### config.mk
export PLATFORM = sky130hd
export DESIGN_NAME = stk_seq
export DESIGN_NICKNAME = d
export VERILOG_FILES = /design/src/rtl/stk_pkg.sv /design/src/rtl/stk_rst_sync.sv /design/src/rtl/stk_step_decode.sv /design/src/rtl/stk_port_mux.sv /design/src/rtl/stk_seq.sv
export SDC_FILE = /design/constraint.sdc
export NUM_CORES = 1
export LEC_CHECK = 0
export BUFFER_PORTS_ARGS = -buffer_cell sky130_fd_sc_hd__buf_2
export CAP_MARGIN = 25
export CORE_MARGIN = 1.5
export CORE_UTILIZATION = 50
export DETAILED_ROUTE_END_ITERATION = 8
export PLACE_DENSITY = 0.78
export SLEW_MARGIN = 5
export SYNTH_ARGS = -nofsm -noshare
export SYNTH_HDL_FRONTEND = slang
export SYNTH_HIERARCHICAL = 1
export SYNTH_SLANG_ARGS = --single-unit
### constraint.sdc
create_clock -name clk -period 2.8 [get_ports clk]
set_clock_uncertainty 0.2 [all_clocks]
set_input_delay 0.56 -clock clk [delete_from_list [all_inputs] [get_ports clk]]
set_output_delay 0.56 -clock clk [all_outputs]
set_load 0.01 [all_outputs]
### src/rtl/stk_pkg.sv
package stk_pkg;
  localparam int DW = 8;
  localparam int AW = 16;
  localparam int STEP_W = 3;

  typedef enum logic [2:0] {
    OP_BRK  = 3'd0,
    OP_CALL = 3'd1,
    OP_RSUB = 3'd2,
    OP_RINT = 3'd3,
    OP_PSHR = 3'd4,
    OP_PSHS = 3'd5,
    OP_PULR = 3'd6,
    OP_PULS = 3'd7
  } stk_op_e;

  typedef enum logic [1:0] {WS_PCH, WS_PCL, WS_ST, WS_RG} wsel_e;
  typedef enum logic [2:0] {RS_NONE, RS_PCL, RS_PCH, RS_ST, RS_RG} rsel_e;

  typedef struct packed {
    logic  wr;
    logic  rd;
    logic  vec;
    wsel_e wsel;
    rsel_e rsel;
    logic  last;
  } acc_t;

  localparam int BIT_N   = 7;
  localparam int BIT_RSV = 5;
  localparam int BIT_BRK = 4;
  localparam int BIT_IRQ = 2;
  localparam int BIT_Z   = 1;

  function automatic logic [DW-1:0] pulled_status(input logic [DW-1:0] v);
    logic [DW-1:0] r;
    r = v;
    r[BIT_RSV] = 1'b1;
    r[BIT_BRK] = 1'b1;
    return r;
  endfunction
endpackage

### src/rtl/stk_rst_sync.sv
module stk_rst_sync (
  input  logic clk,
  input  logic rst_n,
  output logic rst_n_sync
);
  logic meta_q;

  always_ff @(posedge clk or negedge rst_n) begin
    if (!rst_n) begin
      meta_q     <= 1'b0;
      rst_n_sync <= 1'b0;
    end else begin
      meta_q     <= 1'b1;
      rst_n_sync <= meta_q;
    end
  end
endmodule

### src/rtl/stk_step_decode.sv
module stk_step_decode
  import stk_pkg::*;
(
  input  stk_op_e           op,
  input  logic [STEP_W-1:0] step,
  output acc_t              acc
);
  function automatic acc_t wr_acc(input wsel_e s, input logic l);
    acc_t a;
    a = '{wr: 1'b1, rd: 1'b0, vec: 1'b0, wsel: s, rsel: RS_NONE, last: l};
    return a;
  endfunction

  function automatic acc_t rd_acc(input rsel_e s, input logic v, input logic l);
    acc_t a;
    a = '{wr: 1'b0, rd: 1'b1, vec: v, wsel: WS_PCH, rsel: s, last: l};
    return a;
  endfunction

  always_comb begin
    acc = '{wr: 1'b0, rd: 1'b0, vec: 1'b0, wsel: WS_PCH, rsel: RS_NONE, last: 1'b1};
    unique case (op)
      OP_BRK: begin
        case (step)
          3'd0:    acc = wr_acc(WS_PCH, 1'b0);
          3'd1:    acc = wr_acc(WS_PCL, 1'b0);
          3'd2:    acc = wr_acc(WS_ST,  1'b0);
          3'd3:    acc = rd_acc(RS_PCL, 1'b1, 1'b0);
          3'd4:    acc = rd_acc(RS_PCH, 1'b1, 1'b1);
          default: ;
        endcase
      end
      OP_CALL: begin
        case (step)
          3'd0:    acc = wr_acc(WS_PCH, 1'b0);
          3'd1:    acc = wr_acc(WS_PCL, 1'b1);
          default: ;
        endcase
      end
      OP_RSUB: begin
        case (step)
          3'd0:    acc = rd_acc(RS_PCL, 1'b0, 1'b0);
          3'd1:    acc = rd_acc(RS_PCH, 1'b0, 1'b1);
          default: ;
        endcase
      end
      OP_RINT: begin
        case (step)
          3'd0:    acc = rd_acc(RS_ST,  1'b0, 1'b0);
          3'd1:    acc = rd_acc(RS_PCL, 1'b0, 1'b0);
          3'd2:    acc = rd_acc(RS_PCH, 1'b0, 1'b1);
          default: ;
        endcase
      end
      OP_PSHR: if (step == '0) acc = wr_acc(WS_RG, 1'b1);
      OP_PSHS: if (step == '0) acc = wr_acc(WS_ST, 1'b1);
      OP_PULR: if (step == '0) acc = rd_acc(RS_RG, 1'b0, 1'b1);
      OP_PULS: if (step == '0) acc = rd_acc(RS_ST, 1'b0, 1'b1);
      default: ;
    endcase
  end
endmodule

### src/rtl/stk_port_mux.sv
module stk_port_mux
  import stk_pkg::*;
#(
  parameter logic [DW-1:0] PAGE = 8'h01,
  parameter logic [AW-1:0] VEC  = 16'hFFFE
) (
  input  logic          active,
  input  acc_t          acc,
  input  logic [DW-1:0] sp,
  input  logic [AW-1:0] pc,
  input  logic [DW-1:0] st,
  input  logic [DW-1:0] rg,
  output logic [AW-1:0] mem_addr,
  output logic [DW-1:0] mem_wdata,
  output logic          mem_we,
  output logic          mem_re
);
  logic [DW-1:0] sp_up;
  assign sp_up = sp + 8'd1;

  always_comb begin
    mem_we    = active & acc.wr;
    mem_re    = active & acc.rd;
    mem_addr  = '0;
    mem_wdata = '0;
    if (active) begin
      if (acc.wr)                mem_addr = {PAGE, sp};
      else if (acc.vec)          mem_addr = VEC + {{(AW-1){1'b0}}, (acc.rsel == RS_PCH)};
      else if (acc.rd)           mem_addr = {PAGE, sp_up};
      if (acc.wr) begin
        case (acc.wsel)
          WS_PCH:  mem_wdata = pc[AW-1:DW];
          WS_PCL:  mem_wdata = pc[DW-1:0];
          WS_ST:   mem_wdata = st;
          default: mem_wdata = rg;
        endcase
      end
    end
  end
endmodule

### src/rtl/stk_seq.sv
module stk_seq
  import stk_pkg::*;
#(
  parameter logic [7:0]  PAGE = 8'h01,
  parameter logic [15:0] VEC  = 16'hFFFE
) (
  input  logic        clk,
  input  logic        rst_n,
  input  logic        start,
  input  logic [2:0]  op,
  input  logic [15:0] pc_in,
  input  logic [7:0]  sp_in,
  input  logic [7:0]  status_in,
  input  logic [7:0]  reg_in,
  input  logic [15:0] tgt_addr,
  input  logic [7:0]  mem_rdata,
  output logic [15:0] mem_addr,
  output logic [7:0]  mem_wdata,
  output logic        mem_we,
  output logic        mem_re,
  output logic        busy,
  output logic        done,
  output logic [15:0] pc_out,
  output logic [7:0]  sp_out,
  output logic [7:0]  status_out,
  output logic [7:0]  reg_out
);
  logic              rst_n_s;
  logic              busy_q, busy_n, done_q, done_n;
  logic [STEP_W-1:0] step_q, step_n;
  stk_op_e           op_q, op_n;
  logic [AW-1:0]     pc_q, pc_n, tgt_q, tgt_n, pc_start;
  logic [DW-1:0]     sp_q, sp_n, st_q, st_n, rg_q, rg_n;
  logic              ld_en;
  acc_t              acc;

  stk_rst_sync u_rst (.clk(clk), .rst_n(rst_n), .rst_n_sync(rst_n_s));

  stk_step_decode u_dec (.op(op_q), .step(step_q), .acc(acc));

  stk_port_mux #(.PAGE(PAGE), .VEC(VEC)) u_mux (
    .active(busy_q), .acc(acc), .sp(sp_q), .pc(pc_q), .st(st_q), .rg(rg_q),
    .mem_addr(mem_addr), .mem_wdata(mem_wdata), .mem_we(mem_we), .mem_re(mem_re)
  );

  always_comb begin
    case (stk_op_e'(op))
      OP_BRK:  pc_start = pc_in + 16'd1;
      OP_CALL: pc_start = pc_in - 16'd1;
      default: pc_start = pc_in;
    endcase
  end

  assign ld_en = busy_q | start;

  always_comb begin
    busy_n = busy_q;
    step_n = step_q;
    op_n   = op_q;
    pc_n   = pc_q;
    sp_n   = sp_q;
    st_n   = st_q;
    rg_n   = rg_q;
    tgt_n  = tgt_q;
    done_n = 1'b0;
    if (!busy_q) begin
      if (start) begin
        busy_n = 1'b1;
        step_n = '0;
        op_n   = stk_op_e'(op);
        pc_n   = pc_start;
        sp_n   = sp_in;
        st_n   = status_in;
        rg_n   = reg_in;
        tgt_n  = tgt_addr;
      end
    end else begin
      step_n = step_q + 1'b1;
      if (acc.wr)                  sp_n = sp_q - 8'd1;
      else if (acc.rd && !acc.vec) sp_n = sp_q + 8'd1;
      case (acc.rsel)
        RS_PCL: pc_n[DW-1:0]  = mem_rdata;
        RS_PCH: pc_n[AW-1:DW] = mem_rdata;
        RS_ST:  st_n = pulled_status(mem_rdata);
        RS_RG: begin
          rg_n        = mem_rdata;
          st_n[BIT_N] = mem_rdata[7];
          st_n[BIT_Z] = (mem_rdata == '0);
        end
        default: ;
      endcase
      if (acc.wr && acc.wsel == WS_ST && op_q == OP_BRK) st_n[BIT_IRQ] = 1'b1;
      if (acc.last) begin
        busy_n = 1'b0;
        done_n = 1'b1;
        if (op_q == OP_CALL) pc_n = tgt_q;
        if (op_q == OP_RSUB) pc_n = {mem_rdata, pc_q[DW-1:0]} + 16'd1;
      end
    end
  end

  always_ff @(posedge clk or negedge rst_n_s) begin
    if (!rst_n_s) begin
      busy_q <= 1'b0;
      done_q <= 1'b0;
      step_q <= '0;
      op_q   <= OP_BRK;
      pc_q   <= '0;
      tgt_q  <= '0;
      sp_q   <= '0;
      st_q   <= '0;
      rg_q   <= '0;
    end else begin
      done_q <= done_n;
      if (ld_en) begin
        busy_q <= busy_n;
        step_q <= step_n;
        op_q   <= op_n;
        pc_q   <= pc_n;
        tgt_q  <= tgt_n;
        sp_q   <= sp_n;
        st_q   <= st_n;
        rg_q   <= rg_n;
      end
    end
  end

  assign busy       = busy_q;
  assign done       = done_q;
  assign pc_out     = pc_q;
  assign sp_out     = sp_q;
  assign status_out = st_q;
  assign reg_out    = rg_q;
endmodule

# Word level (Yosys, flattened, before mapping)
# Index checks and enable logic that the tools add are counted.
[word_totals] ff_bits=66 inputBits=70 output_inout_bits=68 elab_cells=113
[classes] add_sub_neg=7 n_eq_ne=24 mux=45 bitwise=4 n_reduce_logical=19
[op_table] cell="16-bit 2-to-1 mux" n=8
[op_table] cell="8-bit 2-to-1 mux" n=15
[op_table] cell="9-bit one-hot mux with 8 select lines" n=1
[op_table] cell="8-bit one-hot mux with 3 select lines" n=2
[op_table] cell="9-bit one-hot mux with 5 select lines" n=1
[op_table] cell="16-bit by 1-bit adder with 16-bit output, second input constant" n=2
[op_table] cell="16-bit one-hot mux with 2 select lines" n=1
[op_table] cell="9-bit 2-to-1 mux" n=3
[op_table] cell="3-bit AND reduction" n=7
[op_table] cell="3-bit by 2-bit equality test with 1-bit output, second input constant" n=6
[op_table] cell="3-bit equality test, second input constant" n=6
[op_table] cell="9-bit one-hot mux with 2 select lines" n=1
[op_table] cell="8-bit one-hot mux with 2 select lines" n=1
[op_table] cell="16-bit by 1-bit subtractor with 16-bit output, second input constant" n=1
[op_table] cell="3-bit by 1-bit equality test with 1-bit output, second input constant" n=4
[op_table] cell="3-bit zero test" n=3
[op_table] cell="3-bit by 1-bit != test with 1-bit output, second input constant" n=3
[op_table] cell="8-bit by 1-bit adder with 8-bit output, second input constant" n=1
[op_table] cell="8-bit zero test" n=1
[op_table] cell="1-bit 2-to-1 mux" n=8
[op_table] cell="8-bit by 1-bit subtractor with 8-bit output, second input constant" n=1
[op_table] cell="3-bit 2-to-1 mux" n=2
[op_table] cell="5-bit 2-to-1 mux" n=1
[op_table] cell="2-bit by 1-bit != test with 1-bit output, second input constant" n=2
[op_table] cell="15 further kinds" n=18

# Logic depth before layout (Yosys ltp)
[logic_depth] word_depth=9 mapped_depth=13 mapped_depth_nobuf=12

# Cells and area by module
# Netlist, hierarchy kept.
[by_module_without_submodules] module="stk_seq" instances=1 cells_each=566 area_each_um2=4680.7 seq_area_each_um2=1601.5
[by_module_without_submodules] module="stk_port_mux" instances=1 cells_each=82 area_each_um2=626.9 seq_area_each_um2=0.0
[by_module_without_submodules] module="stk_step_decode" instances=1 cells_each=44 area_each_um2=285.3 seq_area_each_um2=0.0
[by_module_without_submodules] module="stk_rst_sync" instances=1 cells_each=3 area_each_um2=53.8 seq_area_each_um2=50.0

# Worst setup path after synthesis
# Ideal clock, no wire load.
[synth_timing] kind="register to register" startpoint="register step_q[0]" endpoint="register sp_q[6], in the netlist sp_out[6]" setup_ns=0.083 t_arrival_ns=2.839 slack_ns=-0.322 path_stages_with_launch=14 cell_sequence="dfrtp_1 > buf_2 > nor3_1 > nor2_1 > nor3_1 > inv_1 > fa_1 > nor2b_1 > o21ai_0 > nand2b_1 > a21o_1 > a21oi_1 > xor2_1 > o21ai_0"
[synth_lines] item="start, declared" line_no="stk_seq.sv:30" source="logic [STEP_W-1:0] step_q, step_n;"
[synth_lines] item="start signal, assigned" line_no="stk_seq.sv:117" source="step_q <= step_n;"
[synth_lines] item="end signal, assigned" line_no="stk_seq.sv:121" source="sp_q <= sp_n;"
[synth_lines] item="end, declared" line_no="stk_seq.sv:33" source="logic [DW-1:0] sp_q, sp_n, st_q, st_n, rg_q, rg_n;"

==> flow_metrics.env <==
export IMPL_crit_chain="buf_4 > nor4b_2 > a21oi_1 > o2bb2a_4 > o22ai_4 > nand2b_1 > or4_1 > a31oi_2 > buf_2"
export IMPL_drc=0
export IMPL_dpl_worst_slack_ps=-344
export IMPL_synth_area_mm2=0.00565
export IMPL_leakage_nw=3.87
export IMPL_diodes=0
export IMPL_die_area_mm2=0.0119
export IMPL_period_share=1.24
export IMPL_drive_gt1_frac=0.434
export IMPL_die_h_um=109
export IMPL_slowest_stage="dfrtp_2"
export IMPL_gp_congestion=1.02
export IMPL_dr_pass1_iters=5
export IMPL_clockBufferDepth=2
export IMPL_clk_transition_reported_paths_ps=60
export IMPL_grt_total_usage=0.383
export IMPL_viasPerCell=6.50
export IMPL_drv_slew=0
export IMPL_die_w_um=109
export IMPL_tns_ps=-16150
export IMPL_critical_path_arrival_ps=2700
export IMPL_dp_hpwl_um=15200
export IMPL_violations="setup timing"
export IMPL_outcome="finished with violations"
export IMPL_ys_warn_count=6
export IMPL_antenna_found_initial=0
export IMPL_crit_type="flip-flop to output pin"
export IMPL_synth_ff_type="dfrtp_1"
export IMPL_grt_pass1_wl_um=34700
export IMPL_syn_area_per_cell_um2=8.12
export IMPL_ys_seq_area_frac=0.292
export IMPL_post_synth_num_cell_types=79
export IMPL_startpoint="step_q[0]"
export IMPL_grt_start_max_net_pins=44
export IMPL_wire_per_inst_um=21.9
export IMPL_synth_top_cells_by_area="dfrtp_1, nand2_1, mux2i_1, o21ai_0, ha_1"
export IMPL_syn2layout_area_growth_pct=49.2
export IMPL_setup_slack_ps=-664
export IMPL_end_kind="output pin"
export IMPL_nFillCells=704
export IMPL_cts_htree_levels=3
export IMPL_max_freq_mhz=289
export IMPL_wl_um=23600
export IMPL_async_flop_share=1.00
export IMPL_timing_final_hold_violations=0
export IMPL_portBuffers=137
export IMPL_yosysTopAreaCellShare=0.292
export IMPL_core_mm2=0.0109
export IMPL_setup_viol=57
export IMPL_vias=7008
export IMPL_insertion_delay_ps=340
export IMPL_cts_tree="done"
export IMPL_critical_path_max_fanout=6
export IMPL_start_util=0.516
export IMPL_yosys_register_bits=66
export IMPL_ios=138
export IMPL_synth_edf_count=0
export IMPL_start_kind="flip-flop"
export IMPL_synth_nets=790
export IMPL_overflow=0
export IMPL_layout_common_cells="buf_2, buf_4, nand2_1, dfrtp_1, nor2_1"
export IMPL_cpPeakStageDelay_ps=460
export IMPL_synthCells=695
export IMPL_rsz0062_at_grt="true"
export IMPL_slew_headroom=0.553
export IMPL_yosysTopAreaCell="dfrtp_1"
export IMPL_clkSinkCount=66
export IMPL_crit_required_ps=2040
export IMPL_root_buffer="clkbuf_16"
export IMPL_min_period_ps=3460
export IMPL_hold_class="flip-flop to async pin"
export IMPL_cap_viol_max_count=0
export IMPL_num_rows=38
export IMPL_final_common_cell="buf_2"
export IMPL_tightest_slew_ps=670
export IMPL_antenna_left=0
export IMPL_p_per_area_mw_per_mm2=1370
export IMPL_first_iter_violations=1000
export IMPL_ir_worst_vdd_mv=1.01
export IMPL_finalNetCount=1028
export IMPL_grt_pass1_vias=6682
export IMPL_timing_rr_start="op_q[0]"
export IMPL_cts_buffers=9
==> routing by layer <==
| metal | GRT usage | wire length, um | up-vias |
|---|---|---|---|
| li1 | - | - | 3003 |
| met1 | 0.448 | 8360 | 3335 |
| met2 | 0.651 | 11800 | 533 |
| met3 | 0.0681 | 2100 | 137 |
| met4 | 0.238 | 1380 | 0 |
| met5 | 0 | 0 | - |
==> layout make-up <==
| type | count | area [um2] | area share |
|---|---|---|---|
| Sequential cell | 66 | 1660 | 0.197 |
| Tap cell | 140 | 175 | 0.0208 |
| Multi-Input combinational cell | 555 | 4190 | 0.497 |
| Inverter | 21 | 83.8 | 0.00995 |
| Clock buffer | 10 | 239 | 0.0284 |
| Clock inverter | 6 | 66.3 | 0.00787 |
| Timing Repair Buffer | 280 | 2020 | 0.239 |
==> final timing paths <==
| kind | endpoint | cells after the start | slack (ps) |
|---|---|---|---|
| max | mem_addr[5] | 9 | -660 |
| max reg2reg | pc_out[10] | 17 | -470 |
| max in group asynchronous | pc_out[11] | 1 | 1630 |
| min reg2reg | tgt_q[6] | 0 | 110 |
| min in group clk | u_rst/rst_n_sync | 0 | 150 |
| min | tgt_q[6] | 0 | 110 |
==> sequential cells by signal (all words and copies together), names as in the netlist <==
| signal | flops |
|---|---|
| sp_out | 8 |
| status_out | 8 |
| tgt_q | 16 |
| u_rst/meta_q | 1 |
| done | 1 |
| u_rst/rst_n_sync | 1 |
| pc_out | 16 |
| busy | 1 |
| op_q | 3 |
| reg_out | 8 |
| step_q | 3 |
==> synth_stat cells, drive strengths merged, types with 3 or more instances <==
master and instances:
xnor2 25, nor3 15, and3 14, a211oi 6, and2 7, nor4 4
nand3 15, nand2b 8, a21oi 48, o211ai 13, buf 23, a221o 4
o22ai 9, ha 23, nor2 52, o21ai 61, clkbuf 30, a21o 8
mux2i 31, nand4b 3, or3 3, a221oi 8, nor2b 7, o221ai 3
inv 21, a31oi 9, or2 4, nor3b 6, nand4 5, nand2 103
xor2 6, mux4 8, and4 3, dfrtp 66
==> logic make-up after synthesis <==
group / after synthesis / share of synthesized area
flip-flops: 66 / 0.292
XOR/XNOR: 31 / 0.0481
AO/OA/AOI/OAI: 197 / 0.227
multiplexers: 41 / 0.0908
other: 1 / 0.000664
adder cells (fa/ha/maj): 26 / 0.0600
buffers and inverters: 74 / 0.0600
AND/OR/NAND/NOR: 259 / 0.221
==> stage by stage <==
stage                     hold slack (ps)  area, um2  cells   util  total power (W)
final                                 110       8430   1078  0.770           0.0115
after global routing                  162       8430   1078  0.770           0.0121
after CTS                             121       8120   1066  0.742           0.0105
after detailed placement              113       7060   1010  0.646          0.00799
after global placement                114       7060   1010  0.646          0.00775
after floorplan                      64.4       5770    695      -          0.00577
==> critical path: cells and delay by family, from the launching register on <==
kind | cells | cell delay [ps]
AO/OA/AOI/OAI | 4 | 700
buffers and inverters | 2 | 320
flip-flops | 1 | 460
AND/OR/NAND/NOR | 3 | 880
==> report_power, final <==
group          internal [W]  leakage (nW)  switching [W]
sequential          0.00143         0.786       0.000700
clock              0.000713         0.141       0.000442
combinational       0.00399          2.95        0.00423
==> timing repair <==
action | 4_1_cts | 5_1_grt
cloned | 2 | 0
gates resized for setup | 114 | 51
buffers inserted | 38 | 18
hold buffers | 1 | 0
endpoints found under the hold margin | 2 | 0
pin swaps | 56 | 52
setup endpoints to repair | 54 | 66
Note: power is estimated with default switching activity, not from simulation.
